$ cat src/rtl/peci_tx_pkg.sv
package peci_tx_pkg;

    typedef enum logic [1:0] {
        TX_IDLE = 2'd0,
        TX_SEND = 2'd1,
        TX_STOP = 2'd2
    } tx_state_e;

    // high time of a one bit: three quarters of the period, rounded down
    function automatic int unsigned one_high(input int unsigned period);
        return (period * 3) / 4;
    endfunction

    // high time of a zero bit: three tenths of the period, rounded down
    function automatic int unsigned zero_high(input int unsigned period);
        return (period * 3) / 10;
    endfunction

endpackage

$ cat src/rtl/peci_tx_timer.sv
module peci_tx_timer
    import peci_tx_pkg::*;
#(
    parameter int PW         = 16,
    parameter int MIN_PERIOD = 8
) (
    input  logic          clk,
    input  logic          rst,
    input  logic          load_i,
    input  logic [PW-1:0] period_i,
    input  logic          run_i,
    output logic [PW-1:0] cnt_o,
    output logic [PW-1:0] thr_one_o,
    output logic [PW-1:0] thr_zero_o,
    output logic          last_o
);
    localparam logic [PW-1:0] MIN_P = PW'(MIN_PERIOD);

    logic [PW-1:0] period_q;
    logic [PW-1:0] cnt_q;
    logic [PW-1:0] thr_one_q;
    logic [PW-1:0] thr_zero_q;
    logic [PW-1:0] period_eff;

    always_comb begin
        period_eff = (period_i < MIN_P) ? MIN_P : period_i;
    end

    assign last_o = (cnt_q == period_q - PW'(1));

    always_ff @(posedge clk) begin
        if (rst) begin
            period_q   <= MIN_P;
            cnt_q      <= '0;
            thr_one_q  <= PW'(one_high(MIN_PERIOD));
            thr_zero_q <= PW'(zero_high(MIN_PERIOD));
        end else if (load_i) begin
            period_q   <= period_eff;
            cnt_q      <= '0;
            thr_one_q  <= PW'(one_high(32'(period_eff)));
            thr_zero_q <= PW'(zero_high(32'(period_eff)));
        end else if (run_i) begin
            cnt_q <= last_o ? '0 : cnt_q + PW'(1);
        end
    end

    assign cnt_o      = cnt_q;
    assign thr_one_o  = thr_one_q;
    assign thr_zero_o = thr_zero_q;

endmodule

$ cat src/rtl/peci_tx_shifter.sv
module peci_tx_shifter #(
    parameter int BYTE_W = 8
) (
    input  logic              clk,
    input  logic              rst,
    input  logic              load_i,
    input  logic [BYTE_W-1:0] data_i,
    input  logic              shift_i,
    output logic              cur_bit_o,
    output logic              last_bit_o
);
    localparam int IDX_W = (BYTE_W > 1) ? $clog2(BYTE_W) : 1;
    localparam logic [IDX_W-1:0] LAST_IDX = IDX_W'(BYTE_W - 1);

    logic [BYTE_W-1:0] sreg_q;
    logic [IDX_W-1:0]  idx_q;

    always_ff @(posedge clk) begin
        if (rst) begin
            sreg_q <= '0;
            idx_q  <= '0;
        end else if (load_i) begin
            sreg_q <= data_i;
            idx_q  <= '0;
        end else if (shift_i) begin
            sreg_q <= {sreg_q[BYTE_W-2:0], 1'b0};
            idx_q  <= idx_q + IDX_W'(1);
        end
    end

    assign cur_bit_o  = sreg_q[BYTE_W-1];
    assign last_bit_o = (idx_q == LAST_IDX);

endmodule

$ cat src/rtl/peci_tx_ctrl.sv
module peci_tx_ctrl
    import peci_tx_pkg::*;
(
    input  logic      clk,
    input  logic      rst,
    input  logic      start_i,
    input  logic      byte_valid_i,
    input  logic      period_last_i,
    input  logic      last_bit_i,
    output tx_state_e state_o,
    output logic      ready_o,
    output logic      accept_o,
    output logic      load_timer_o,
    output logic      shift_o,
    output logic      done_o
);
    tx_state_e state_q, state_d;
    logic      stop_half_q, stop_half_d;
    logic      done_q, done_d;
    logic      byte_end;

    assign byte_end = (state_q == TX_SEND) && period_last_i && last_bit_i;

    always_comb begin
        ready_o      = (state_q == TX_IDLE) || byte_end;
        accept_o     = ready_o && byte_valid_i && ((state_q != TX_IDLE) || start_i);
        load_timer_o = (state_q == TX_IDLE) && accept_o;
        shift_o      = (state_q == TX_SEND) && period_last_i && !last_bit_i;
    end

    always_comb begin
        state_d     = state_q;
        stop_half_d = stop_half_q;
        done_d      = 1'b0;
        unique case (state_q)
            TX_IDLE: begin
                if (accept_o) state_d = TX_SEND;
            end
            TX_SEND: begin
                if (byte_end && !accept_o) begin
                    state_d     = TX_STOP;
                    stop_half_d = 1'b0;
                end
            end
            TX_STOP: begin
                if (period_last_i) begin
                    if (stop_half_q) begin
                        state_d = TX_IDLE;
                        done_d  = 1'b1;
                    end else begin
                        stop_half_d = 1'b1;
                    end
                end
            end
            default: state_d = TX_IDLE;
        endcase
    end

    always_ff @(posedge clk) begin
        if (rst) begin
            state_q     <= TX_IDLE;
            stop_half_q <= 1'b0;
            done_q      <= 1'b0;
        end else begin
            state_q     <= state_d;
            stop_half_q <= stop_half_d;
            done_q      <= done_d;
        end
    end

    assign state_o = state_q;
    assign done_o  = done_q;

endmodule

$ cat src/rtl/peci_tx_encoder.sv
module peci_tx_encoder
    import peci_tx_pkg::*;
#(
    parameter int PW         = 16,
    parameter int MIN_PERIOD = 8
) (
    input  logic          clk,
    input  logic          rst,
    input  logic          start_i,
    input  logic [PW-1:0] bit_period_i,
    input  logic          byte_valid_i,
    input  logic [7:0]    byte_data_i,
    output logic          byte_ready_o,
    output logic          bus_o,
    output logic          bus_oe_o,
    output logic          done_o
);
    localparam int BYTE_W = 8;

    tx_state_e     state;
    logic          accept, load_timer, shift, period_last, last_bit, cur_bit;
    logic [PW-1:0] cnt, thr_one, thr_zero, thr_sel;

    peci_tx_ctrl u_ctrl (
        .clk          (clk),
        .rst          (rst),
        .start_i      (start_i),
        .byte_valid_i (byte_valid_i),
        .period_last_i(period_last),
        .last_bit_i   (last_bit),
        .state_o      (state),
        .ready_o      (byte_ready_o),
        .accept_o     (accept),
        .load_timer_o (load_timer),
        .shift_o      (shift),
        .done_o       (done_o)
    );

    peci_tx_timer #(
        .PW        (PW),
        .MIN_PERIOD(MIN_PERIOD)
    ) u_timer (
        .clk       (clk),
        .rst       (rst),
        .load_i    (load_timer),
        .period_i  (bit_period_i),
        .run_i     (state != TX_IDLE),
        .cnt_o     (cnt),
        .thr_one_o (thr_one),
        .thr_zero_o(thr_zero),
        .last_o    (period_last)
    );

    peci_tx_shifter #(
        .BYTE_W(BYTE_W)
    ) u_shift (
        .clk       (clk),
        .rst       (rst),
        .load_i    (accept),
        .data_i    (byte_data_i),
        .shift_i   (shift),
        .cur_bit_o (cur_bit),
        .last_bit_o(last_bit)
    );

    assign thr_sel  = cur_bit ? thr_one : thr_zero;
    assign bus_o    = (state == TX_SEND) && (cnt < thr_sel);
    assign bus_oe_o = (state != TX_IDLE);

endmodule

$ cat config.mk
export PLATFORM = sky130hd
export DESIGN_NAME = peci_tx_encoder
export DESIGN_NICKNAME = d
export VERILOG_FILES = /design/src/rtl/peci_tx_pkg.sv /design/src/rtl/peci_tx_timer.sv /design/src/rtl/peci_tx_shifter.sv /design/src/rtl/peci_tx_ctrl.sv /design/src/rtl/peci_tx_encoder.sv
export SDC_FILE = /design/constraint.sdc
export NUM_CORES = 1
export LEC_CHECK = 0
export ABC_CLOCK_PERIOD_IN_PS = 7100
export BUFFER_PORTS_ARGS = -buffer_cell sky130_fd_sc_hd__buf_2
export CAP_MARGIN = 20
export CORE_ASPECT_RATIO = 1.5
export CORE_UTILIZATION = 29
export CTS_BUF_LIST = sky130_fd_sc_hd__clkbuf_8
export DETAILED_ROUTE_END_ITERATION = 8
export GPL_ROUTABILITY_DRIVEN = 0
export MAX_ROUTING_LAYER = met4
export PLACE_DENSITY_LB_ADDON = 0.08
export SLEW_MARGIN = 10
export SYNTH_ARGS = -nofsm -noshare
export SYNTH_HDL_FRONTEND = slang
export SYNTH_SLANG_ARGS = --single-unit
$ cat constraint.sdc
create_clock -name clk -period 7.1 [get_ports clk]
set_input_delay 0 -clock clk [delete_from_list [all_inputs] [get_ports clk]]
set_output_delay 0 -clock clk [all_outputs]
set_load 0.03 [all_outputs]
==> results.sh, run 1 <==
export IMPL_stdcell_count=1373
export IMPL_fin_ws_ps=421
export IMPL_viasPerCell=5.45
export IMPL_fmax_ghz=0.150
export IMPL_synthMuxAreaShare=0.0559
export IMPL_crit_fanout=13
export IMPL_ys_warnings_count=0
export IMPL_regToRegEndpoint="u_shift.sreg_q[2]"
export IMPL_async_flop_share=0
export IMPL_vias=7481
export IMPL_first_global_vias=7513
export IMPL_grt_antenna_before_repair=0
export IMPL_p_sw_mw=1.50
export IMPL_regArea_um2=1560
export IMPL_synth_top_family_by_area="compound AO/OA/AOI/OAI gates"
export IMPL_core_area_um2=25100
export IMPL_holdWs_ps=31.1
export IMPL_grt_remaining_overflow=0
export IMPL_final_cell_mix="buf_4 (93), nand2_1 (86), nor2_1 (81)"
export IMPL_synth_fa_ha_area_frac=0.0672
export IMPL_first_iter_violations=362
export IMPL_max_cap_viol_count=0
export IMPL_comb_power_share=0.703
export IMPL_critPathLaunchType="primary input"
export IMPL_netlist_instances=949
export IMPL_rows=71
export IMPL_synth_edff_count=0
export IMPL_wl_per_cell_um=18.3
export IMPL_skew_ps=18.3
export IMPL_synth_compound_area_frac=0.314
export IMPL_status="complete, no violations"
export IMPL_p_leak_nw=3.47
export IMPL_ys_types=110
export IMPL_synth_simple_area_share=0.234
export IMPL_synth_area_um2=7430
export IMPL_cts_tree="yes"
export IMPL_max_slew_margin=0.308
export IMPL_slowest_delay_ps=400
export IMPL_io_buffers=31
export IMPL_hp_class="primary input to flip-flop"
export IMPL_grt_max_degree=43
export IMPL_dp_final_hpwl_mm=20.0
export IMPL_cp_required_ps=7390
export IMPL_synth_seq_area_share=0.210
export IMPL_critPathLaunch="bit_period_i[14]"
export IMPL_fin_nets=1107
export IMPL_ir_worst_vdd_mv=0.139
export IMPL_pwr_share_clk=0.129
export IMPL_worst_pin_slew_ps=1040
export IMPL_arrival_ps=6970
export IMPL_die_h_um=198
export IMPL_maxSlewViolCount=0
export IMPL_die_w_um=133
export IMPL_dp_slack_ps=-164
export IMPL_synth_xor_area_frac=0.0672
export IMPL_dp_cells=1337
export IMPL_cts_root_buffer="clkbuf_8"
export IMPL_multi_input_area_um2=5570
export IMPL_drt_pre_antenna_iters=5
export IMPL_power_share_sequential=0.168
export IMPL_fill_cells=2670
export IMPL_p_per_area_nw_per_um2=369
export IMPL_period_share=0.941
export IMPL_path_clk_slew_ps=90
export IMPL_total_power_mw=3.28
export IMPL_drc=0
export IMPL_avgSynthCellArea_um2=7.83
export IMPL_detailed_place_area_um2=8370
export IMPL_worstReg2RegStart="u_timer.period_q[6]"
export IMPL_final_area_um2=8880
export IMPL_clockBufferDepth=2
export IMPL_synth_area_top_cells="dfxtp_1 (21%), ha_1 (6.6%), nand2_1 (4.3%)"
export IMPL_insertion_delay_ps=370
export IMPL_grt_pass1_wl_mm=40.6
export IMPL_ys_flop_type="dfxtp_1"
export IMPL_cts_sinks=78
export IMPL_worst_hold_path_num_cells=4
export IMPL_drive_gt1_frac=0.204
export IMPL_internal_power_mw=1.77
export IMPL_syn_nets=1016
export IMPL_finish_utilization=0.353
export IMPL_power_switching_share=0.459
export IMPL_htree_num_levels=3
export IMPL_crit_type="primary input to flip-flop"
export IMPL_grt_usage=0.201
export IMPL_finalSetupViolCount=0
export IMPL_die_area_um2=26300
export IMPL_tns_ps=0
export IMPL_crit_path_end="u_timer.thr_zero_o[0]"
export IMPL_n_antenna_cell=0
export IMPL_finalHoldViolCount=0
export IMPL_initial_core_util=0.296
export IMPL_synth_top_area_share=0.210
export IMPL_slowest_stage="or3_1"
export IMPL_rrSetupSlack_ps=3020
export IMPL_cts_made_buffers=9
export IMPL_reg2reg_depth=12
export IMPL_yosysTopAreaCell="dfxtp_1"
export IMPL_ant_nets=0
export IMPL_num_io_pins=32
export IMPL_layout_commonest_cell="buf_4"
export IMPL_wl_mm=25.2
export IMPL_layout_min_cycle_time_ps=6680
export IMPL_crit_path_end_kind="flip-flop"
export IMPL_area_growth_pct=19.5
export IMPL_ys_ff_latch=78
[sequential cells by signal (all words and copies together) (netlist names)]
signal              count
u_shift.idx_q           3
u_timer.thr_one_o      16
u_ctrl.stop_half_q      1
u_timer.cnt_o          16
u_ctrl.state_o          2
u_timer.period_q       16
u_shift.sreg_q          8
u_ctrl.done_o           1
u_timer.thr_zero_o     15
[synth_stat cells, types with 4 or more instances]
cell type	number
and3_1	15
a211oi_1	14
o211ai_1	12
nor2_1	82
a21boi_1	4
and2_1	10
nand2b_1	13
xnor2_1	36
a32oi_1	8
or3_1	7
nor4_1	4
clkbuf_1	35
buf_2	5
o21a_1	6
o31ai_1	6
nor3_1	25
buf_4	13
nand3_1	32
dfxtp_1	78
o2111ai_1	4
mux2i_1	32
nor2b_1	9
o22ai_1	6
a22o_1	16
nand2_1	86
a311oi_1	8
a21o_2	4
o21ai_1	9
xor2_1	21
buf_6	4
nand4_1	13
mux2_2	4
or2_2	5
ha_1	39
inv_1	15
a21oi_1	59
a22oi_1	4
a211o_1	5
o21ai_0	58
a21o_1	10
a31oi_1	18
a21oi_2	4
[final cells by class]
class	instances	area share
inverter	15	0.00634
clock buffer	10	0.0155
multi-input combinational	794	0.627
timing repair buffer	142	0.116
clock inverter	6	0.0131
tap	328	0.0462
sequential	78	0.176
[what timing repair did]
| item | 4_1_cts | 5_1_grt |
|---|---|---|
| endpoints found under the setup margin | 0 | 3 |
| endpoints found under the hold margin | 18 | 0 |
| hold buffers | 18 | 0 |
| resized for setup | 0 | 13 |
| setup buffers | 0 | 1 |
[cell families after synthesis]
family	count (synthesis)
simple gates	338
compound gates	320
flops	78
buf+inv	77
xor+xnor	57
fa+ha+maj	40
mux	39
[metal layers]
metal,up-vias,part of all wire,track usage
met5,-,0,-
met4,0,0.033,0.0809
met3,43,0.015,0.0123
met2,116,0.53,0.380
met1,3579,0.42,0.218
li1,3743,-,-
[power by group through the flow]
stage	Combinational [mW]	Sequential [mW]	Clock (mW)
after CTS	2.23	0.550	0.438
after global routing	2.52	0.559	0.455
final	2.30	0.550	0.424
after global placement	2.24	0.559	0
after detailed placement	2.22	0.560	0
after floorplan	1.47	0.535	0
[worst max-delay path, delay by kind of cell]
family                     cells  cell delay (ps)
AOI/OAI and AO/OA             16             3430
and+or+nand+nor                7             1820
buffers and inverters          5              680
adders and majority gates      3              560
muxes                          2              470
[worst min path at each step]
| stage | startpoint | to | slack, ps |
|---|---|---|---|
| global placement | byte_data_i[0] | u_shift.sreg_q[0] | 230 |
| global route | bit_period_i[15] | u_timer.period_q[15] | 20 |
| floorplan | bit_period_i[1] | u_timer.period_q[1] | 110 |
| CTS | bit_period_i[0] | u_timer.period_q[0] | 6 |
| finish | bit_period_i[0] | u_timer.period_q[0] | 30 |
| detailed placement | byte_data_i[3] | u_shift.sreg_q[3] | 230 |
(Power assumes the default switching activity.)
==> inputs of run 2 (changes only) <==
--- a/config.mk
+++ b/config.mk
@@ -10,7 +10,6 @@
 export CAP_MARGIN = 20
 export CORE_ASPECT_RATIO = 1.5
 export CORE_UTILIZATION = 29
-export CTS_BUF_LIST = sky130_fd_sc_hd__clkbuf_8
 export DETAILED_ROUTE_END_ITERATION = 8
 export GPL_ROUTABILITY_DRIVEN = 0
 export MAX_ROUTING_LAYER = met4
==> run 2 against run 1 <==
  * Power up 4.5%
  * Final cell count unchanged
  * Count of clock-buffer cells in the layout unchanged
  * Sequential share of layout area down 0.24 points
  * Clock skew down 7.2 ps
  * Die area unchanged
  * Core utilization up 0.49 points
==> results.sh, run 2 (same netlist as run 1, synthesis figures left out) <==
export IMPL_status="complete, no violations"
export IMPL_critPathLaunchType="primary input"
export IMPL_dp_final_hpwl_mm=20.0
export IMPL_crit_fanout=7
export IMPL_slowest_delay_ps=430
export IMPL_core_area_um2=25100
export IMPL_cts_sinks=78
export IMPL_io_buffers=31
export IMPL_maxSlewViolCount=0
export IMPL_comb_power_share=0.679
export IMPL_final_area_um2=9010
export IMPL_p_per_area_nw_per_um2=380
export IMPL_internal_power_mw=1.89
export IMPL_rows=71
export IMPL_grt_antenna_before_repair=0
export IMPL_fmax_ghz=0.150
export IMPL_cts_root_buffer="clkbuf_16"
export IMPL_cp_required_ps=7370
export IMPL_period_share=0.938
export IMPL_clockBufferDepth=2
export IMPL_wl_mm=25.2
export IMPL_grt_max_degree=43
export IMPL_grt_pass1_wl_mm=40.7
export IMPL_max_slew_margin=0.313
export IMPL_grt_usage=0.201
export IMPL_arrival_ps=6920
export IMPL_first_iter_violations=333
export IMPL_initial_core_util=0.296
export IMPL_final_cell_mix="buf_4 (93), nand2_1 (86), nor2_1 (81)"
export IMPL_layout_min_cycle_time_ps=6660
export IMPL_area_growth_pct=21.2
export IMPL_finish_utilization=0.358
export IMPL_multi_input_area_um2=5590
export IMPL_worstReg2RegStart="u_timer.period_q[6]"
export IMPL_first_global_vias=7519
export IMPL_cts_made_buffers=9
export IMPL_insertion_delay_ps=340
export IMPL_ant_nets=0
export IMPL_max_cap_viol_count=0
export IMPL_finalHoldViolCount=0
export IMPL_worst_pin_slew_ps=1030
export IMPL_die_h_um=198
export IMPL_total_power_mw=3.43
export IMPL_hp_class="primary input to flip-flop"
export IMPL_num_io_pins=32
export IMPL_power_share_sequential=0.161
export IMPL_pwr_share_clk=0.160
export IMPL_power_switching_share=0.447
export IMPL_p_leak_nw=3.52
export IMPL_detailed_place_area_um2=8370
export IMPL_p_sw_mw=1.53
export IMPL_drc=0
export IMPL_wl_per_cell_um=18.3
export IMPL_skew_ps=11.2
export IMPL_fill_cells=2660
export IMPL_path_clk_slew_ps=60
export IMPL_die_area_um2=26300
export IMPL_viasPerCell=5.49
export IMPL_finalSetupViolCount=0
export IMPL_worstHoldStart="rst"
export IMPL_ir_worst_vdd_mv=0.170
export IMPL_crit_path_end_kind="flip-flop"
export IMPL_layout_commonest_cell="buf_4"
export IMPL_drt_pre_antenna_iters=5
export IMPL_slowest_stage="a211o_2"
export IMPL_cts_tree="yes"
export IMPL_htree_num_levels=3
export IMPL_grt_remaining_overflow=0
export IMPL_n_antenna_cell=0
export IMPL_crit_type="primary input to flip-flop"
export IMPL_regArea_um2=1560
export IMPL_fin_nets=1107
export IMPL_vias=7538
export IMPL_crit_path_frequent_cell="ha_1"
export IMPL_drive_gt1_frac=0.206
export IMPL_die_w_um=133
export IMPL_critPathLaunch="bit_period_i[14]"
==> run 2: cell counts in the layout (fill, tap and decap cells not counted) <==
Identical to the previous run, type by type.
==> run 2: metal layers <==
metal,GRT usage,wire length [um],up-vias,share of wire
li1,-,-,3741,-
met1,0.218,10500,3616,0.42
met2,0.380,13400,131,0.53
met3,0.0123,437,50,0.017
met4,0.0796,839,0,0.033
met5,-,0,-,0
==> run 2: path summary, 6_finish.rpt <==
kind,to,slack [ps],cells past startpoint
worst min-delay path,u_shift.sreg_q[3],60,2
worst max-delay path,u_timer.thr_zero_o[0],440,31
worst max register to register,u_shift.sreg_q[2],3030,12
worst min register to register,u_timer.thr_zero_o[3],450,1
==> run 2: area by class of cell <==
cell class              count  area share
multi-input cells         794       0.621
flip-flops and latches     78       0.173
repair buffers            142       0.115
well taps                 328      0.0456
clock buffers              10      0.0265
clock inverters             6      0.0129
inverters                  15     0.00625
==> run 2: power by group through the flow <==
stage	clock, mW	combinational (mW)	sequential [mW]
global placement	0	2.24	0.559
floorplan	0	1.47	0.535
CTS	0.563	2.23	0.550
global route	0.581	2.55	0.559
finish	0.548	2.33	0.550
detailed placement	0	2.22	0.560
==> run 2: per-stage QoR <==
step | worst slack [ps] | cells | TNS (ps) | hold slack [ps]
after floorplan | 698 | 949 | 0 | 109
after global placement | -70.0 | 1337 | -70.0 | 233
after detailed placement | -164 | 1337 | -249 | 233
after CTS | 153 | 1371 | 0 | 44.4
after global routing | -1.81 | 1373 | -1.81 | 66.9
final | 442 | 1373 | 0 | 60.6
==> run 2: critical path: cells and delay by family <==
kind | cells | cell delay, ps
simple gates | 9 | 2260
buf+inv | 3 | 330
mux | 2 | 340
fa+ha+maj | 3 | 550
compound gates | 14 | 3420
==> run 2: timing repair <==
item,CTS,global route
hold buffers,18,0
setup endpoints to repair,0,3
endpoints found under the hold margin,18,0
setup buffers,0,1
gates resized for setup,0,16
==> inputs of run 3 (changes only) <==
--- a/config.mk
+++ b/config.mk
@@ -17,4 +17,5 @@
 export SLEW_MARGIN = 10
 export SYNTH_ARGS = -nofsm -noshare
 export SYNTH_HDL_FRONTEND = slang
+export SYNTH_HIERARCHICAL = 1
 export SYNTH_SLANG_ARGS = --single-unit
==> run 3 against run 2 <==
  * Sequential power shrank 10%
  * Sequential share of layout area decreased by 1.2 points
  * Non-clock buffer count is 83 higher
  * Final area up 7.8%
  * Clock power down 7.7%
  * Combinational power decreased by 8%
  * Setup slack worse by 390 ps
  * Critical path type unchanged
==> results.sh, run 3 <==
export IMPL_status="complete, no violations"
export IMPL_layout_min_cycle_time_ps=7050
export IMPL_wl_mm=23.7
export IMPL_grt_pass1_wl_mm=37.9
export IMPL_die_w_um=129
export IMPL_num_io_pins=32
export IMPL_total_power_mw=3.14
export IMPL_rsz0062_at_grt="yes"
export IMPL_cp_num_cells=35
export IMPL_initial_core_util=0.296
export IMPL_period_share=0.992
export IMPL_syn_nets=978
export IMPL_synth_area_um2=7060
export IMPL_cts_tree="yes"
export IMPL_die_area_um2=25000
export IMPL_synth_fa_ha_area_frac=0.0664
export IMPL_max_slew_margin=0.274
export IMPL_async_flop_share=0
export IMPL_detailed_place_area_um2=8760
export IMPL_synth_edff_count=0
export IMPL_synth_top_area_share=0.221
export IMPL_synth_area_top_cells="dfxtp_1 (22%), mux2i_1 (6.4%), ha_1 (6.2%)"
export IMPL_fin_nets=1150
export IMPL_htree_num_levels=3
export IMPL_fill_cells=2467
export IMPL_core_area_um2=23800
export IMPL_critPathLaunchType="primary input"
export IMPL_ys_types=94
export IMPL_vias=7307
export IMPL_cts_root_buffer="clkbuf_16"
export IMPL_grt_remaining_overflow=0
export IMPL_worst_pin_slew_ps=1090
export IMPL_io_buffers=31
export IMPL_synth_seq_area_share=0.221
export IMPL_p_leak_nw=3.89
export IMPL_viasPerCell=5.18
export IMPL_cts_made_buffers=9
export IMPL_wl_per_cell_um=16.8
export IMPL_insertion_delay_ps=340
export IMPL_skew_ps=9.24
export IMPL_tns_ps=0
export IMPL_cp_required_ps=7360
export IMPL_arrival_ps=7300
export IMPL_reg2reg_depth=12
export IMPL_die_h_um=193
export IMPL_ant_nets=0
export IMPL_synthMuxAreaShare=0.0845
export IMPL_yosysMostFrequentCell="nor2_1"
export IMPL_final_area_um2=9710
export IMPL_fmax_ghz=0.142
export IMPL_crit_family="simple AND/OR/NAND/NOR gates"
export IMPL_crit_path_end_kind="flip-flop"
export IMPL_n_antenna_cell=0
export IMPL_hp_class="primary input to flip-flop"
export IMPL_dp_final_hpwl_mm=18.4
export IMPL_ir_worst_vdd_mv=0.133
export IMPL_crit_fanout=7
export IMPL_drc=0
export IMPL_synth_common_cells="nor2_1 (116), dfxtp_1 (78), nand2_1 (67), a21oi_1 (59), clkbuf_1 (48)"
export IMPL_ys_ff_latch=78
export IMPL_ys_flop_type="dfxtp_1"
export IMPL_synth_xor_area_frac=0.0794
export IMPL_netlist_instances=915
export IMPL_avgSynthCellArea_um2=7.72
export IMPL_slowest_delay_ps=460
export IMPL_clockBufferDepth=2
export IMPL_synth_simple_area_share=0.254
export IMPL_crit_path_frequent_cell="buf_4"
export IMPL_grt_antenna_before_repair=0
export IMPL_rows=69
export IMPL_yosysTopAreaCell="dfxtp_1"
export IMPL_synth_top_family_by_area="simple AND/OR/NAND/NOR gates"
export IMPL_ys_warnings_count=6
export IMPL_first_iter_violations=321
export IMPL_area_growth_pct=37.4
export IMPL_grt_usage=0.200
export IMPL_finalHoldViolCount=0
export IMPL_worst_hold_path_num_cells=4
export IMPL_drt_pre_antenna_iters=4
export IMPL_first_global_vias=7286
export IMPL_drive_gt1_frac=0.319
export IMPL_synth_compound_area_frac=0.244
export IMPL_crit_type="primary input to flip-flop"
export IMPL_p_per_area_nw_per_um2=324
export IMPL_slowest_stage="or3_4"
export IMPL_final_cell_mix="buf_4 (177), nor2_1 (111), dfxtp_1 (78)"
export IMPL_finalSetupViolCount=0
export IMPL_max_cap_viol_count=0
export IMPL_cts_sinks=78
export IMPL_path_buf_inv=8
export IMPL_path_clk_slew_ps=60
export IMPL_maxSlewViolCount=0
export IMPL_grt_max_degree=66
export IMPL_layout_commonest_cell="buf_4"
-- run 3: cell types whose count changed in the layout (fill, tap and decap cells not counted), moves of 7 or more --
cell	previous run	this run
a211oi_1	12	23
a22o_1	16	2
a311oi_1	7	0
buf_4	93	177
buf_6	0	7
dlygate4sd3_1	18	10
ha_1	39	29
mux2i_1	31	44
nand2_1	86	60
nor2_1	81	111
o21ai_0	58	24
xor2_1	21	30
-- run 3: cell families (layout without fill, tap and decap cells) --
group | count (synthesis) | after routing
AND/OR/NAND/NOR | 358 | 358
AO/OA/AOI/OAI | 242 | 242
buffers and inverters | 80 | 257
flip-flops | 78 | 78
XOR/XNOR | 64 | 64
multiplexers | 54 | 54
adder cells (fa/ha/maj) | 38 | 38
other | 1 | 1
-- run 3: worst paths after layout --
| kind | startpoint | slack [ps] | to |
|---|---|---|---|
| max reg2reg | u_timer/period_q[2] | 3610 | u_ctrl/state_o[0] |
| max | bit_period_i[14] | 50 | u_timer/thr_zero_o[0] |
| min | bit_period_i[11] | 40 | u_timer/period_q[11] |
| min reg2reg | u_timer/thr_zero_o[1] | 470 | u_timer/thr_zero_o[1] |
-- run 3: cell type report --
class	instances	area, um2	area share
well taps	319	399	0.0411
clock inverters	5	82.6	0.00851
repair buffers	225	1670	0.172
flip-flops and latches	78	1560	0.161
multi-input cells	757	5680	0.585
inverters	16	75.1	0.00773
clock buffers	11	243	0.0250
-- run 3: worst min-delay path, cell delays in order --
cell	delay [ps]
buf_2	80
buf_4	120
mux2i_1	60
nor2_1	70
-- run 3: where the power goes --
group          switching [mW]  internal, mW
Combinational            1.04          1.10
Clock                   0.188         0.318
Sequential             0.0245         0.468
Total                    1.26          1.89
-- run 3: metrics by stage --
| step | cells | hold slack [ps] | setup WS (ps) | utilization |
|---|---|---|---|---|
| after global placement | 1365 | 252 | -580 | 0.368 |
| after global routing | 1411 | 47.2 | -212 | 0.407 |
| after detailed placement | 1365 | 259 | -632 | 0.368 |
| after floorplan | 915 | 69.1 | -150 | - |
| after CTS | 1398 | 29.4 | 5.84 | 0.394 |
| final | 1411 | 38.7 | 54.3 | 0.407 |
-- run 3: layer usage --
metal / track usage / up-vias / routed length [um]
li1: - / 3720 / -
met1: 0.217 / 3465 / 10100
met2: 0.376 / 87 / 12600
met3: 0.0138 / 35 / 367
met4: 0.0738 / 0 / 646
met5: - / - / 0
-- run 3: timing repair --
action | CTS | global route
pin swaps | 12 | 45
setup endpoints to repair | 3 | 4
setup buffers | 7 | 14
gates resized for setup | 27 | 51
endpoints found under the hold margin | 9 | 0
hold buffers | 10 | 0
